File: config.mk
export PLATFORM = sky130hd
export DESIGN_NAME = bridge_pwr_seq
export DESIGN_NICKNAME = d
export VERILOG_FILES = /design/src/rtl/bps_pkg.sv /design/src/rtl/bps_tick_timer.sv /design/src/rtl/bps_hpd_gate.sv /design/src/rtl/bridge_pwr_seq.sv
export SDC_FILE = /design/constraint.sdc
export NUM_CORES = 1
export LEC_CHECK = 0
export ABC_AREA = 1
export BUFFER_PORTS_ARGS = -buffer_cell sky130_fd_sc_hd__buf_2
export CAP_MARGIN = 20
export CORE_ASPECT_RATIO = 0.75
export CORE_MARGIN = 3
export CORE_UTILIZATION = 45
export CTS_CLUSTER_SIZE = 30
export DETAILED_ROUTE_END_ITERATION = 6
export PLACE_DENSITY = 0.7
export SYNTH_ARGS = -nofsm -noshare
export SYNTH_HDL_FRONTEND = slang
export SYNTH_HIERARCHICAL = 1
export SYNTH_SLANG_ARGS = --single-unit
export TNS_END_PERCENT = 100
File: constraint.sdc
create_clock -name clk_i -period 4 [get_ports clk_i]
set_input_delay 0.6 -clock clk_i [delete_from_list [all_inputs] [get_ports clk_i]]
set_output_delay 0.6 -clock clk_i [all_outputs]
set_load 0.05 [all_outputs]
File: src/rtl/bps_pkg.sv
package bps_pkg;

  typedef enum logic [3:0] {
    S_OFF, S_PWR_ON, S_RST1, S_GAP, S_RST2, S_SETTLE, S_RUN, S_SUSP_RST, S_SUSP_PD
  } seq_state_e;

  typedef enum logic [2:0] {
    H_IDLE, H_POLL, H_EXTRA, H_DONE, H_TOUT
  } hpd_state_e;

  typedef struct packed {
    logic sup;
    logic pd;
    logic rst;
    logic rdy;
  } pin_set_t;

  function automatic pin_set_t pins_of(seq_state_e s);
    pin_set_t p;
    p = '{sup: 1'b1, pd: 1'b0, rst: 1'b0, rdy: 1'b0};
    case (s)
      S_OFF:      begin p.sup = 1'b0; p.pd = 1'b1; p.rst = 1'b1; end
      S_PWR_ON:   begin p.pd = 1'b1; p.rst = 1'b1; end
      S_RST1:     p.rst = 1'b1;
      S_RST2:     p.rst = 1'b1;
      S_RUN:      p.rdy = 1'b1;
      S_SUSP_RST: p.rst = 1'b1;
      S_SUSP_PD:  begin p.pd = 1'b1; p.rst = 1'b1; end
      default:    ;
    endcase
    return p;
  endfunction

  function automatic int unsigned max2(int unsigned a, int unsigned b);
    return (a > b) ? a : b;
  endfunction

endpackage

File: src/rtl/bps_tick_timer.sv
module bps_tick_timer #(
  parameter int unsigned CNT_W = 8
) (
  input  logic             clk_i,
  input  logic             rst_ni,
  input  logic             clear_i,
  input  logic             tick_i,
  input  logic [CNT_W-1:0] limit_i,
  output logic             done_o
);
  logic [CNT_W-1:0] cnt_q;

  assign done_o = tick_i && (cnt_q == limit_i - 1'b1);

  always_ff @(posedge clk_i or negedge rst_ni) begin
    if (!rst_ni)                cnt_q <= '0;
    else if (clear_i || done_o) cnt_q <= '0;
    else if (tick_i)            cnt_q <= cnt_q + 1'b1;
  end

  AST_TIMER_BOUND: assert property (@(posedge clk_i) disable iff (!rst_ni)
    cnt_q < limit_i);

endmodule

File: src/rtl/bps_hpd_gate.sv
module bps_hpd_gate
  import bps_pkg::*;
#(
  parameter int unsigned CNT_W       = 8,
  parameter int unsigned POLL_T      = 20,
  parameter int unsigned HPD_LIMIT_T = 200,
  parameter int unsigned FIRST_HPD_T = 50
) (
  input  logic clk_i,
  input  logic rst_ni,
  input  logic tick_i,
  input  logic run_i,
  input  logic start_i,
  input  logic arm_i,
  input  logic hpd_i,
  output logic hpd_ready_o,
  output logic hpd_tout_o
);
  localparam logic [CNT_W-1:0] POLL_LAST = CNT_W'(POLL_T - 1);
  localparam logic [CNT_W:0]   LIMIT     = (CNT_W+1)'(HPD_LIMIT_T);

  hpd_state_e       hst_q, hst_d;
  logic [CNT_W-1:0] elapsed_q, sub_q;
  logic             armed_q;
  logic             poll_hit, extra_done, extra_clr;
  hpd_state_e       hit_state;

  assign poll_hit  = (hst_q == H_POLL) && tick_i && (sub_q == POLL_LAST);
  assign hit_state = armed_q ? H_EXTRA : H_DONE;
  assign extra_clr = (hst_q != H_EXTRA) || start_i;

  bps_tick_timer #(.CNT_W(CNT_W)) u_extra (
    .clk_i   (clk_i),
    .rst_ni  (rst_ni),
    .clear_i (extra_clr),
    .tick_i  (tick_i),
    .limit_i (CNT_W'(FIRST_HPD_T)),
    .done_o  (extra_done)
  );

  always_comb begin
    hst_d = hst_q;
    if (!run_i)       hst_d = H_IDLE;
    else if (start_i) hst_d = hpd_i ? hit_state : H_POLL;
    else begin
      case (hst_q)
        H_POLL: if (poll_hit) begin
          if (hpd_i)                                    hst_d = hit_state;
          else if (({1'b0, elapsed_q} + 1'b1) >= LIMIT) hst_d = H_TOUT;
        end
        H_EXTRA: if (extra_done) hst_d = H_DONE;
        default: ;
      endcase
    end
  end

  always_ff @(posedge clk_i or negedge rst_ni) begin
    if (!rst_ni) begin
      hst_q     <= H_IDLE;
      elapsed_q <= '0;
      sub_q     <= '0;
      armed_q   <= 1'b0;
    end else begin
      hst_q <= hst_d;
      if (start_i) begin
        elapsed_q <= '0;
        sub_q     <= '0;
      end else if (hst_q == H_POLL && tick_i) begin
        elapsed_q <= elapsed_q + 1'b1;
        sub_q     <= (sub_q == POLL_LAST) ? '0 : sub_q + 1'b1;
      end
      if (arm_i)                                       armed_q <= 1'b1;
      else if (hst_q == H_EXTRA && hst_d == H_DONE)    armed_q <= 1'b0;
    end
  end

  assign hpd_ready_o = (hst_q == H_DONE);
  assign hpd_tout_o  = (hst_q == H_TOUT);

  AST_FLAGS_EXCL: assert property (@(posedge clk_i) disable iff (!rst_ni)
    !(hpd_ready_o && hpd_tout_o));
  AST_DISARM_ON_DONE: assert property (@(posedge clk_i) disable iff (!rst_ni)
    $fell(armed_q) |-> hpd_ready_o);

endmodule

File: src/rtl/bridge_pwr_seq.sv
module bridge_pwr_seq
  import bps_pkg::*;
#(
  parameter int unsigned RST_HOLD_T  = 2,
  parameter int unsigned RST_GAP_T   = 50,
  parameter int unsigned RST_HOLD2_T = 50,
  parameter int unsigned SETTLE_T    = 200,
  parameter int unsigned POLL_T      = 20,
  parameter int unsigned HPD_LIMIT_T = 200,
  parameter int unsigned FIRST_HPD_T = 50,
  parameter int unsigned IDLE_T      = 2000
) (
  input  logic clk_i,
  input  logic rst_ni,
  input  logic tick_i,
  input  logic resume_req_i,
  input  logic suspend_req_i,
  input  logic activity_i,
  input  logic hpd_wait_i,
  input  logic hpd_i,
  output logic supply_en_o,
  output logic pwrdn_o,
  output logic reset_o,
  output logic ready_o,
  output logic hpd_ready_o,
  output logic hpd_tout_o
);
  localparam int unsigned MAX_T = max2(max2(max2(RST_HOLD_T, RST_GAP_T), max2(RST_HOLD2_T, SETTLE_T)),
                                       max2(max2(POLL_T, HPD_LIMIT_T), max2(FIRST_HPD_T, IDLE_T)));
  localparam int unsigned CNT_W = $clog2(MAX_T + 1);

  seq_state_e       state_q, state_d;
  logic [CNT_W-1:0] step_limit;
  logic             step_done, step_clr;
  logic             idle_done, idle_clr;
  logic             run_next, hpd_start, arm_seq;
  pin_set_t         pins;

  always_comb begin
    case (state_q)
      S_RST1:   step_limit = CNT_W'(RST_HOLD_T);
      S_GAP:    step_limit = CNT_W'(RST_GAP_T);
      S_RST2:   step_limit = CNT_W'(RST_HOLD2_T);
      S_SETTLE: step_limit = CNT_W'(SETTLE_T);
      default:  step_limit = CNT_W'(1);
    endcase
  end

  always_comb begin
    state_d = state_q;
    case (state_q)
      S_OFF:      if (resume_req_i || activity_i) state_d = S_PWR_ON;
      S_PWR_ON:   state_d = suspend_req_i ? S_SUSP_PD : S_RST1;
      S_RST1:     if (suspend_req_i) state_d = S_SUSP_RST; else if (step_done) state_d = S_GAP;
      S_GAP:      if (suspend_req_i) state_d = S_SUSP_RST; else if (step_done) state_d = S_RST2;
      S_RST2:     if (suspend_req_i) state_d = S_SUSP_RST; else if (step_done) state_d = S_SETTLE;
      S_SETTLE:   if (suspend_req_i) state_d = S_SUSP_RST; else if (step_done) state_d = S_RUN;
      S_RUN:      if (suspend_req_i || idle_done) state_d = S_SUSP_RST;
      S_SUSP_RST: state_d = S_SUSP_PD;
      S_SUSP_PD:  state_d = S_OFF;
      default:    state_d = S_OFF;
    endcase
  end

  assign step_clr  = (state_d != state_q);
  assign idle_clr  = activity_i || (state_q != S_RUN);
  assign run_next  = (state_d == S_RUN);
  assign hpd_start = run_next && ((state_q != S_RUN) || hpd_wait_i);
  assign arm_seq   = (state_d == S_RST1) && (state_q != S_RST1);

  bps_tick_timer #(.CNT_W(CNT_W)) u_step (
    .clk_i   (clk_i),
    .rst_ni  (rst_ni),
    .clear_i (step_clr),
    .tick_i  (tick_i),
    .limit_i (step_limit),
    .done_o  (step_done)
  );

  bps_tick_timer #(.CNT_W(CNT_W)) u_idle (
    .clk_i   (clk_i),
    .rst_ni  (rst_ni),
    .clear_i (idle_clr),
    .tick_i  (tick_i),
    .limit_i (CNT_W'(IDLE_T)),
    .done_o  (idle_done)
  );

  bps_hpd_gate #(
    .CNT_W       (CNT_W),
    .POLL_T      (POLL_T),
    .HPD_LIMIT_T (HPD_LIMIT_T),
    .FIRST_HPD_T (FIRST_HPD_T)
  ) u_hpd (
    .clk_i       (clk_i),
    .rst_ni      (rst_ni),
    .tick_i      (tick_i),
    .run_i       (run_next),
    .start_i     (hpd_start),
    .arm_i       (arm_seq),
    .hpd_i       (hpd_i),
    .hpd_ready_o (hpd_ready_o),
    .hpd_tout_o  (hpd_tout_o)
  );

  always_ff @(posedge clk_i or negedge rst_ni) begin
    if (!rst_ni) state_q <= S_OFF;
    else         state_q <= state_d;
  end

  assign pins        = pins_of(state_q);
  assign supply_en_o = pins.sup;
  assign pwrdn_o     = pins.pd;
  assign reset_o     = pins.rst;
  assign ready_o     = pins.rdy;

  AST_PD_NEEDS_SUPPLY: assert property (@(posedge clk_i) disable iff (!rst_ni)
    !pwrdn_o |-> supply_en_o);
  AST_RESUME_START: assert property (@(posedge clk_i) disable iff (!rst_ni)
    $rose(supply_en_o) |-> pwrdn_o && reset_o);
  AST_READY_CLEAN: assert property (@(posedge clk_i) disable iff (!rst_ni)
    ready_o |-> supply_en_o && !pwrdn_o && !reset_o);
  AST_PD_AFTER_RST: assert property (@(posedge clk_i) disable iff (!rst_ni)
    $rose(pwrdn_o) |-> $past(reset_o));
  AST_SUP_AFTER_PD: assert property (@(posedge clk_i) disable iff (!rst_ni)
    $fell(supply_en_o) |-> $past(pwrdn_o) && $past(reset_o));

endmodule

* Yosys cells after proc, flatten, opt, wreduce, memory -nomap -nowiden
Cells that the tools add are included.
** Operators by class
- Reductions and logical operators :: 25
- Multiplexer cells :: 39
- $add $sub $neg :: 7
- Equal/unequal tests :: 23
- Magnitude comparators :: 1
** Operator list (number)
- 11-bit 2-to-1 mux :: 11
- 11-bit by 1-bit adder with 11-bit output (second input constant) :: 5
- 4-bit 2-to-1 mux :: 11
- 4-bit case mux with 8 select lines :: 1
- 8-bit case mux with 3 select lines :: 1
- 3-bit 2-to-1 mux :: 7
- 4-bit by 3-bit == test with 1-bit output (second input constant) :: 5
- 11-bit by 1-bit adder with 12-bit output (second input constant) :: 1
- 4-bit by 2-bit == test with 1-bit output (second input constant) :: 3
- 12-bit by 8-bit greater-or-equal comparator with 1-bit output (second input constant) :: 1
- 11-bit == test :: 1
- 11-bit == test (second input constant) :: 1
- 11-bit by 5-bit == test with 1-bit output (second input constant) :: 1
- 11-bit by 6-bit == test with 1-bit output (second input constant) :: 1
- 2-bit nonzero test :: 5
- 3-bit by 2-bit == test with 1-bit output (second input constant) :: 3
- 8-bit by 1-bit subtractor with 9-bit output (second input constant) :: 1
- 1-bit logical AND :: 8
- 1-bit logical OR :: 8
- 1-bit 2-to-1 mux :: 7
- 3-bit case mux with 2 select lines :: 1
- 6-bit OR reduction :: 1
- 4-bit by 1-bit == test with 1-bit output (second input constant) :: 1
- 4-bit == test (second input constant) :: 1
- other kinds (9) :: 9
** Storage, ports and cells
- Word-level logic and storage cells :: 103
- Output and inout bits :: 6
- Register bits after elaboration :: 63
- Input bits :: 8

* Logic depth before layout (Yosys ltp)
Gate-level depths: netlist of run 1.
- Depth in word-level cells :: 17
- Depth in mapped cells :: 35
- Gate-level depth less buffers :: 35

* Cells and area by module
The synthesis of run 1 kept the hierarchy.
** By module, submodules not included
- bps_tick_timer :: times used 3, sequential area each 275.3 µm², cells each 177, area an instance 1097.3 µm²
- bps_hpd_gate :: times used 1, sequential area each 650.6 µm², cells each 206, area an instance 1506.4 µm²
- bridge_pwr_seq :: times used 1, sequential area each 100.1 µm², cells each 99, area an instance 591.8 µm²

* Least setup slack after synthesis of run 1
OpenSTA, ideal clock, no wires.
- Path type :: reg2reg
- Start point :: register state_q[3]
- End point :: register u_hpd.u_extra.cnt_q[10]
- Clock period less this slack :: 3774 ps
- Buffers on the path :: 0
- Library setup time :: 72 ps
- Path slack :: 226 ps
- Data arrival time :: 3702 ps
- Data required time :: 3928 ps
- Stages on the path, launching flop included :: 34
- Path through :: dfrtp_1 nor2_4 nand2_1 nand2_1 inv_1 inv_1 ha_1 inv_1 nor2_2 nand3_2 inv_2 nand2_1 nand2_1 nand2_1 nor2_2 nand3_4 inv_1 inv_1 nand2_1 nand2_1 nand2_1 nand3_1 nor2_2 nand3_2 nor2_2 inv_1 nand2_1 inv_1 nand2_1 nand3_1 nand3b_1 nand2_1 nand3_1 nor2_1
** Between the ends
- Longest elaborated chain between the ends :: 14
- Elaborated cells between the ends (all ways) :: 32
- Classes of those cells :: add/sub (1); eq/ne (10); mux (13); reduce/logical (8)
** RTL lines
- start: declaration :: RTL line bridge_pwr_seq.sv:32 : seq_state_e state_q, state_d;
- start signal: assignment :: RTL line bridge_pwr_seq.sv:108 : else state_q <= state_d;
- 4-bit by 3-bit == test with 1-bit output or 4-bit by 2-bit == test with 1-bit output (tied branches) :: RTL line bridge_pwr_seq.sv:40 : case (state_q)
- 2-bit OR reduction (no source line)
- 8-bit case mux with 3 select lines * :: RTL line bridge_pwr_seq.sv:40
- via step_limit[0] :: RTL line bridge_pwr_seq.sv:33 : logic [CNT_W-1:0] step_limit;
- 8-bit by 1-bit subtractor with 9-bit output * :: RTL line bps_tick_timer.sv:13 : assign done_o = tick_i && (cnt_q == limit_i - 1'b1);
- 11-bit == test * :: RTL line bps_tick_timer.sv:13
- 1-bit logical AND * :: RTL line bps_tick_timer.sv:13
- via step_done :: RTL line bridge_pwr_seq.sv:34 : logic step_done, step_clr;
- 4-bit 2-to-1 mux, on equally long branches (2 in a row)
- 4-bit case mux with 8 select lines * :: RTL line bridge_pwr_seq.sv:51 : case (state_q)
- 4-bit by 3-bit == test with 1-bit output * :: RTL line bridge_pwr_seq.sv:67 : assign run_next = (state_d == S_RUN);
- 1-bit logical AND * :: RTL line bridge_pwr_seq.sv:68 : assign hpd_start = run_next && ((state_q != S_RUN) || hpd_wait_i);
- via hpd_start :: RTL line bridge_pwr_seq.sv:36 : logic run_next, hpd_start, arm_seq;
- 1-bit logical OR * :: RTL line bps_hpd_gate.sv:30 : assign extra_clr = (hst_q != H_EXTRA) || start_i;
- via u_hpd.extra_clr :: RTL line bps_hpd_gate.sv:25 : logic poll_hit, extra_done, extra_clr;
- 1-bit logical OR * :: RTL line bps_tick_timer.sv:17 : else if (clear_i || done_o) cnt_q <= '0;
- 11-bit 2-to-1 mux or 2-bit nonzero test (tied branches)
- end signal: assignment :: RTL line bps_tick_timer.sv:18 : else if (tick_i) cnt_q <= cnt_q + 1'b1;
- end: declaration :: RTL line bps_tick_timer.sv:11 : logic [CNT_W-1:0] cnt_q;
Mark *: on every way through the listed nets, which the timed path passes. The rest lies on a longest branch.
A chain may end at the register's enable or synchronous reset.

* Worst setup path in the final report of run 1
- Start point :: register state_q[3]
- End point :: register u_hpd.sub_q[8]
** Between the ends
- Longest elaborated chain between the ends :: 12
- Elaborated cells between the ends (all ways) :: 30
- Classes of those cells :: add/sub (1); eq/ne (10); mux (13); reduce/logical (6)
** RTL lines
- 4-bit by 3-bit == test with 1-bit output or 4-bit by 2-bit == test with 1-bit output (tied branches) :: RTL line bridge_pwr_seq.sv:40
- 2-bit OR reduction (no source line)
- 8-bit case mux with 3 select lines * :: RTL line bridge_pwr_seq.sv:40
- via step_limit[4] :: RTL line bridge_pwr_seq.sv:33
- 8-bit by 1-bit subtractor with 9-bit output * :: RTL line bps_tick_timer.sv:13
- 11-bit == test * :: RTL line bps_tick_timer.sv:13
- 1-bit logical AND * :: RTL line bps_tick_timer.sv:13
- via step_done :: RTL line bridge_pwr_seq.sv:34
- 4-bit 2-to-1 mux, on equally long branches (2 in a row)
- 4-bit case mux with 8 select lines * :: RTL line bridge_pwr_seq.sv:51
- via state_d[2] :: RTL line bridge_pwr_seq.sv:32
- 4-bit by 3-bit == test with 1-bit output * :: RTL line bridge_pwr_seq.sv:67
- 1-bit logical AND * :: RTL line bridge_pwr_seq.sv:68
- via hpd_start :: RTL line bridge_pwr_seq.sv:36
- 11-bit 2-to-1 mux or 2-bit nonzero test (tied branches)
- end signal: assignment :: RTL line bps_hpd_gate.sv:70 : sub_q <= (sub_q == POLL_LAST) ? '0 : sub_q + 1'b1;
- end: declaration :: RTL line bps_hpd_gate.sv:23 : logic [CNT_W-1:0] elapsed_q, sub_q;
Marked as above.

==> results.tsv, run 1 <==
stage	metric	value	unit
run_status	outcome	finished, final reports clean	
cells_and_area	instances_no_fill	1101	
synth	synth_common_cells	251 x nand2_1, 134 x inv_1, 95 x nor2_1	
critical_path	required	4.23	ns
critical_path	end_kind	flop	
cts	clock_sinks	63	
global_routing	antenna_found_initial	0	
cts	cts_hold_buf	0	
synth	yosysWarnings	6	
pwr	peakVddDrop	605	uV
critical_path	cpPeakStageDelay	0.45	ns
pwr	internal_power	1.71	mW
placed_design	hpwl	8.86	mm
synth	synth_top_cell_area_share	29.2	%
critical_path	rr_worst_depth	27	
pwr	comb_power_share	47.5	%
critical_path	reg2reg_to	u_hpd/sub_q[8]	
pwr	switchingPower	1.34	mW
synth	ys.flop_type	dfrtp_1	
timing	max_slew.worst_pin.slew	0.608	ns
critical_path	critPathArrivalTime	3.93	ns
critical_path	cp_num_buf_inv	6	
critical_path	cp_slowest_cell	dfrtp_2	
cells_and_area	final_util	55.8	%
detailed_routing	highest_layer	met4	
floorplan	die-height	101	um
detailed_routing	wl_met1	6.16	mm
cts	insertion_delay	0.32	ns
pwr	p_sw_share	43.9	%
detailed_routing	ant_nets	0	
global_routing	globalRouteOverflowTotal	0	
timing	slew_headroom	59.5	%
detailed_routing	met3_length	430	um
detailed_routing	routed_wl	11.4	mm
synth	netlist_instances	836	
pwr	p_leak	3.35	nW
cts	cts_buffer_depth	2	
global_routing	grt_pass1_vias	4580	
critical_path	r2r_slack	0.31	ns
synth	yosysUniqueCellTypes	36	
timing	fmax	271	MHz
floorplan	die_area	0.0133	mm2
pwr	p_per_area	483	mW/mm2
critical_path	cp_top_family	simple AND/OR/NAND/NOR gates	
floorplan	ios	14	
detailed_routing	drtIter0Drc	306	
floorplan	start_util	47.6	%
synth	seq_area_frac_synth	29.2	%
cts	ctsHtreeMaxLevel	3	
synth	synthTopCellsByArea	dfrtp_1 29%, nand2_1 17%, inv_1 9.3%	
synth	ys_ff_latch	63	
critical_path	critPathLaunchType	flop	
placed_design	port_buffers	13	
timing	worst_slack	0.307	ns
placed_design	post-place-ws	0.0696	ns
placed_design	dp_cells	1082	
timing	clock_skew	0.00461	ns
floorplan	core_region_area	0.0113	mm2
critical_path	r2r_start	state_q[3]	
global_routing	track_usage	18.5	%
detailed_routing	via_per_inst	4.52	
cells_and_area	drive_above_1_share	14.7	%
detailed_routing	dr.pass1.iters	4	
detailed_routing	route.detailed.drc	0	
floorplan	rows	33	
timing	setup_viol	0	
synth	yosysMostFrequentCell	nand2_1	
critical_path	startpoint	state_q[3]	
detailed_routing	wl_per_cell	10.3	um
timing	period_minus_slack	3.69	ns
pwr	clock_power_share	25.1	%
timing	finalHoldViolCount	0	
detailed_routing	wl_met2	4.68	mm
cts	tritoncts	yes	
placed_design	place.gp.congestion	0.869	
cells_and_area	antenna_cells	0	
synth	synth.largest_area_cell	dfrtp_1	
cells_and_area	fin_nets	957	
cts	cts_root_buf	clkbuf_16	
synth	syn_avg_cell_area	6.45	um2
critical_path	worst-path-max-fanout	18	
cts	numCtsBuffers	9	
timing	period_share	92.3	%
synth	synth_edf_count	0	
pwr	power_frac_seq	27.4	%
global_routing	grt_max_degree	38	
min_path	hold_path_class	input port to async pin	
timing	finalMaxSlewViolations	0	
critical_path	crit_type	flop to flop	
cells_and_area	area_delta_synth_final	17.2	%
floorplan	die_w	132	um
cts	clk_pin_slew	0.05	ns
detailed_routing	num_vias	4979	
synth	synthArstFlopShare	100	%
critical_path	crit_top_cell	nand2_1	
synth	syn_area	0.00539	mm2
global_routing	grt_pass1_wl	20.7	mm
flow_run	maxCapViolCount	0	
[cell type report]
cell class                      count  area, um2
Tap cell                          157        196
Fill cell                        1142       5000
Inverter                          150        566
Sequential cell                    63       1580
Timing Repair Buffer               26        163
Clock inverter                      3       43.8
Clock buffer                       12        246
Multi-Input combinational cell    690       3520
[flip-flops by register name (all words and copies together) (netlist names)]
register,cells
u_hpd/elapsed_q,11
u_step/cnt_q,11
u_hpd/sub_q,11
state_q,4
u_hpd/u_extra/cnt_q,11
u_hpd/hst_q,3
u_idle/cnt_q,11
u_hpd/armed_q,1
[per-stage QoR]
step / total power, mW / setup TNS (ns) / hold slack, ns / area, um2
finish: 3.05 / 0 / 0.283 / 6320
global route: 3.32 / -0.0683 / 0.332 / 6320
CTS: 3.02 / 0 / 0.295 / 6260
detailed placement: 2.23 / 0 / 0.498 / 5970
global placement: 2.23 / 0 / 0.492 / 5970
floorplan: 1.91 / 0 / 0.304 / 5650
[per-layer routing]
| layer | GRT usage, % | vias to the layer above |
|---|---|---|
| li1 | - | 2741 |
| met1 | 27.7 | 2148 |
| met2 | 27.9 | 82 |
| met3 | 2.99 | 8 |
| met4 | 4.47 | 0 |
| met5 | 0 | - |
[worst register-to-register path, cell delays in order, from the launching register on]
cell and delay [ns]:
dfrtp_2 0.45, nor2_4 0.05, buf_4 0.16, nand2_1 0.13, nand2_2 0.17, inv_2 0.14
nand2_1 0.08, nor2_1 0.18, nand3_1 0.11, nand2_1 0.13, nand2_4 0.05, nor2_2 0.15
nand3_4 0.08, inv_1 0.06, inv_1 0.08, nand2_1 0.12, nor2_1 0.07, nor2_1 0.09
nand2_1 0.07, o211ai_2 0.09, nand3_2 0.14, nor2_4 0.14, nor2_2 0.10, inv_2 0.27
nand3_1 0.15, inv_1 0.12, a21oi_1 0.07, a211oi_1 0.16
[cell usage in the layout, fill, tap and decap left out, types with 3 or more instances in the layout]
master and count:
nand2_1 250, inv_1 131, nor2_1 95, nand3_1 79
conb_1 73, dfrtp_1 60, nor2_2 29, xor2_1 26
inv_2 17, nor2_4 13, buf_2 13, buf_4 13
nand4_1 11, o22ai_1 11, nand2_4 10, nand3_2 10
a21oi_1 9, clkbuf_16 9, o21ai_0 9, nor3_1 9
nand3b_1 9, nand2_2 8, ha_1 8, o21bai_1 7
o21ai_1 6, nand3_4 4, dfrtp_2 3
[what timing repair did]
item,4_1_cts,5_1_grt
buffers inserted,0,4
endpoints found under the setup margin,0,38
gates resized for setup,0,13
hold endpoints to repair,0,0
[power by group through the flow]
| stage | Sequential [mW] | Combinational (mW) | Clock (mW) |
|---|---|---|---|
| final | 0.838 | 1.45 | 0.765 |
| after global routing | 0.856 | 1.64 | 0.822 |
| after CTS | 0.832 | 1.40 | 0.790 |
| after detailed placement | 0.840 | 1.39 | 0 |
| after global placement | 0.842 | 1.39 | 0 |
| after floorplan | 0.815 | 1.09 | 0 |
[kinds of logic (layout without fill, tap and decap cells)]
group | count (synthesis) | count (layout) | share of synthesized area (%)
compound gates | 50 | 50 | 5.78
xor+xnor | 27 | 27 | 4.39
fa+ha+maj | 9 | 9 | 2.09
buf+inv | 152 | 191 | 10.7
flops | 63 | 63 | 29.2
other cells | 4 | 73 | 0.278
simple gates | 531 | 531 | 47.5
[worst max path at each step]
stage / to / slack, ns / cells after the start
global route: u_hpd/sub_q[6] / -0.04 / 31
floorplan: u_hpd/u_extra/cnt_q[10] / 0.23 / 33
detailed placement: u_hpd/u_extra/cnt_q[10] / 0.07 / 34
finish: u_hpd/sub_q[8] / 0.31 / 27
global placement: u_hpd/u_extra/cnt_q[10] / 0.15 / 30
CTS: u_hpd/u_extra/cnt_q[10] / 0.05 / 34
Power figures use the tool's default switching activity.
==> run 2, diff against run 1 <==
Settings changed: SYNTH_HIERARCHICAL 1 to not set.
==> run 2 against run 1 <==
- flip-flop and latch count is the same
- register-to-register slack improved by 0.83 ns
- clock-buffer cell count shrank 3
- worst setup slack gained 0.83 ns
- synthesized cell count fell by 38%
- critical endpoint is now u_step.cnt_q[2]
==> results.tsv, run 2 <==
stage	metric	value	unit
cells_and_area	final_common_cell	nand2_1	
cells_and_area	fin_nets	555	
floorplan	die_area	0.00962	mm2
synth	syn_avg_cell_area	7.30	um2
detailed_routing	num_vias	3381	
pwr	peakVddDrop	568	uV
synth	netlist_instances	522	
detailed_routing	dr.pass1.iters	5	
critical_path	cp_slowest_cell	dfrtp_1	
critical_path	cp_top_family	simple AND/OR/NAND/NOR gates	
critical_path	required	4.24	ns
synth	syn_area	0.00381	mm2
timing	setup_tns	0	ns
critical_path	crit_cells	16	
timing	clock_skew	0.00716	ns
synth	synth_edf_count	0	
timing	finalHoldViolCount	0	
placed_design	place_area	0.00396	mm2
cells_and_area	antenna_cells	0	
detailed_routing	via_per_inst	5.21	
cts	clock_sinks	63	
critical_path	crit_top_cell	nand2_1	
synth	seq_area_frac_synth	41.4	%
placed_design	port_buffers	13	
floorplan	rows	28	
placed_design	place.gp.congestion	0.931	
floorplan	die-height	85.7	um
cts	cts_root_buf	clkbuf_16	
global_routing	track_usage	18.0	%
floorplan	core_region_area	0.00806	mm2
critical_path	rr_worst_depth	16	
timing	slew_headroom	62.3	%
critical_path	startpoint	state_q[1]	
global_routing	grt_pass1_wl	14.2	mm
cts	ctsHtreeMaxLevel	3	
cells_and_area	layout_common_cells	120 x nand2_1, 91 x nor2_1, 68 x inv_1	
global_routing	grt_max_degree	49	
synth	yosysUniqueCellTypes	38	
critical_path	r2r_slack	1.14	ns
detailed_routing	drtIter0Drc	252	
global_routing	antenna_found_initial	0	
cells_and_area	final_area	0.00428	mm2
synth	synthTopCellsByArea	dfrtp_1 41%, nand2_1 12%, nor2_1 9.0%	
detailed_routing	wl_per_cell	12.8	um
cts	tritoncts	yes	
synth	yosysWarnings	0	
critical_path	cp_num_buf_inv	1	
pwr	p_per_area	587	mW/mm2
timing	period_minus_slack	2.86	ns
min_path	hold_path_class	input port to async pin	
synth	synthArstFlopShare	100	%
placed_design	hpwl	5.85	mm
cells_and_area	area_delta_synth_final	12.3	%
critical_path	cpPeakStageDelay	0.46	ns
synth	yosysMostFrequentCell	nand2_1	
pwr	p_leak	1.96	nW
timing	rsz0062_at_grt	false	
critical_path	reg2reg_to	u_step.cnt_q[2]	
timing	period_share	71.6	%
critical_path	crit_type	flop to flop	
cells_and_area	drive_above_1_share	9.19	%
critical_path	path_cells	inv_2 > nand2_1 > nor2_1 > ha_1 > nand2_1 > nand2_1 > nor2_1 > nand3_1 > nor2_2 > nand2_2 > nand2_1 > nand2_1 > nand3b_4 > xor2_1 > nand3b_1 > nor2_1	
critical_path	critPathCapture	u_step.cnt_q[2]	
cts	postCtsSetupBuffers	0	
detailed_routing	route.detailed.drc	0	
cts	cts_hold_buf	0	
cells_and_area	multi_input_area	0.00191	mm2
timing	setup_viol	0	
floorplan	ios	14	
synth	ys_ff_latch	63	
detailed_routing	ant_nets	0	
critical_path	worst-path-max-fanout	11	
critical_path	end_kind	flop	
synth	synth_common_cells	120 x nand2_1, 91 x nor2_1, 68 x inv_1	
critical_path	critPathLaunchType	flop	
synth	ys.flop_type	dfrtp_1	
cts	clk_pin_slew	0.06	ns
pwr	p_total	2.51	mW
timing	fmax	349	MHz
floorplan	start_util	47.3	%
cells_and_area	register_area	0.00158	mm2
synth	syn_nets	538	
run_status	outcome	finished, final reports clean	
synth	synth.largest_area_cell	dfrtp_1	
cts	post_cts_resized	0	
cts	cts_buffer_depth	2	
cells_and_area	n_fill_cell	777	
global_routing	globalRouteOverflowTotal	0	
cts	numCtsBuffers	9	
synth	synth_top_cell_area_share	41.4	%
floorplan	die_w	112	um
cts	insertion_delay	0.33	ns
critical_path	r2r_start	state_q[1]	
detailed_routing	routed_wl	8.32	mm
critical_path	critPathArrivalTime	3.10	ns
flow_run	maxCapViolCount	0	
global_routing	grt_pass1_vias	3091	
timing	max_slew.worst_pin.slew	0.561	ns
timing	finalMaxSlewViolations	0	
==> run 2: changes by cell type after synthesis, sizes merged, moves of 7 or more <==
cell	before	now
a211oi	2	9
a21oi	9	19
inv	149	73
nand2	268	121
nand3	93	38
nor2	139	93
nor3	9	26
o21bai	7	0
o22ai	11	2
xor2	26	15
==> run 2: layout make-up <==
| type | count | share of cell area [%] |
|---|---|---|
| clock inverter | 7 | 1.70 |
| multi-input combinational | 377 | 44.6 |
| clock buffer | 9 | 5.26 |
| tap | 105 | 3.07 |
| inverter | 73 | 6.40 |
| sequential | 63 | 36.8 |
| timing repair buffer | 15 | 2.16 |
==> run 2: worst register-to-register path, delay by kind of cell (launching register included) <==
| kind | cells | cell delay [ns] |
|---|---|---|
| adders and majority gates | 1 | 0.28 |
| and+or+nand+nor | 13 | 1.76 |
| xor gates and xnor gates | 1 | 0.16 |
| DFF | 1 | 0.46 |
| buffers and inverters | 1 | 0.13 |
==> run 2: how the worst min path moves through the flow <==
stage	startpoint	slack, ns	cells past startpoint	endpoint
floorplan	rst_ni	0.30	0	state_q[0]
global placement	u_hpd.armed_q	0.48	2	u_hpd.armed_q
detailed placement	u_hpd.armed_q	0.47	2	u_hpd.armed_q
CTS	u_hpd.armed_q	0.49	2	u_hpd.armed_q
global route	rst_ni	0.23	1	u_hpd.elapsed_q[3]
finish	rst_ni	0.21	1	u_hpd.elapsed_q[3]
==> run 2: cells by family (layout without fill, tap and decap cells) <==
family | count (synthesis) | in the layout | synth area share [%]
xor+xnor | 21 | 21 | 4.83
simple gates | 304 | 304 | 35.3
flops | 63 | 63 | 41.4
fa+ha+maj | 8 | 8 | 2.63
compound gates | 44 | 44 | 7.26
buf+inv | 82 | 104 | 8.57
==> run 2: where the power goes <==
group          switching (mW)  internal [mW]  total (mW)  leakage [nW]
Combinational           0.651          0.269       0.920         0.960
Clock                   0.292          0.482       0.775         0.142
Sequential             0.0959          0.720       0.816         0.861
==> run 2: per-layer routing <==
| layer | GRT usage [%] | vias to the layer above | wire [um] |
|---|---|---|---|
| met5 | 0 | - | 0 |
| met4 | 3.28 | 0 | 65 |
| met3 | 5.43 | 9 | 477 |
| met2 | 27.7 | 89 | 3750 |
| met1 | 25.5 | 1568 | 4030 |
| li1 | - | 1715 | - |
==> run 2: stage by stage <==
step | instances | worst slack, ns | utilization, % | hold slack (ns)
floorplan | 522 | 1.66 | - | 0.304
global placement | 632 | 1.28 | 49.2 | 0.475
detailed placement | 632 | 1.17 | 49.2 | 0.473
CTS | 648 | 1.09 | 52.9 | 0.487
global route | 649 | 0.840 | 53.1 | 0.232
finish | 649 | 1.14 | 53.1 | 0.206
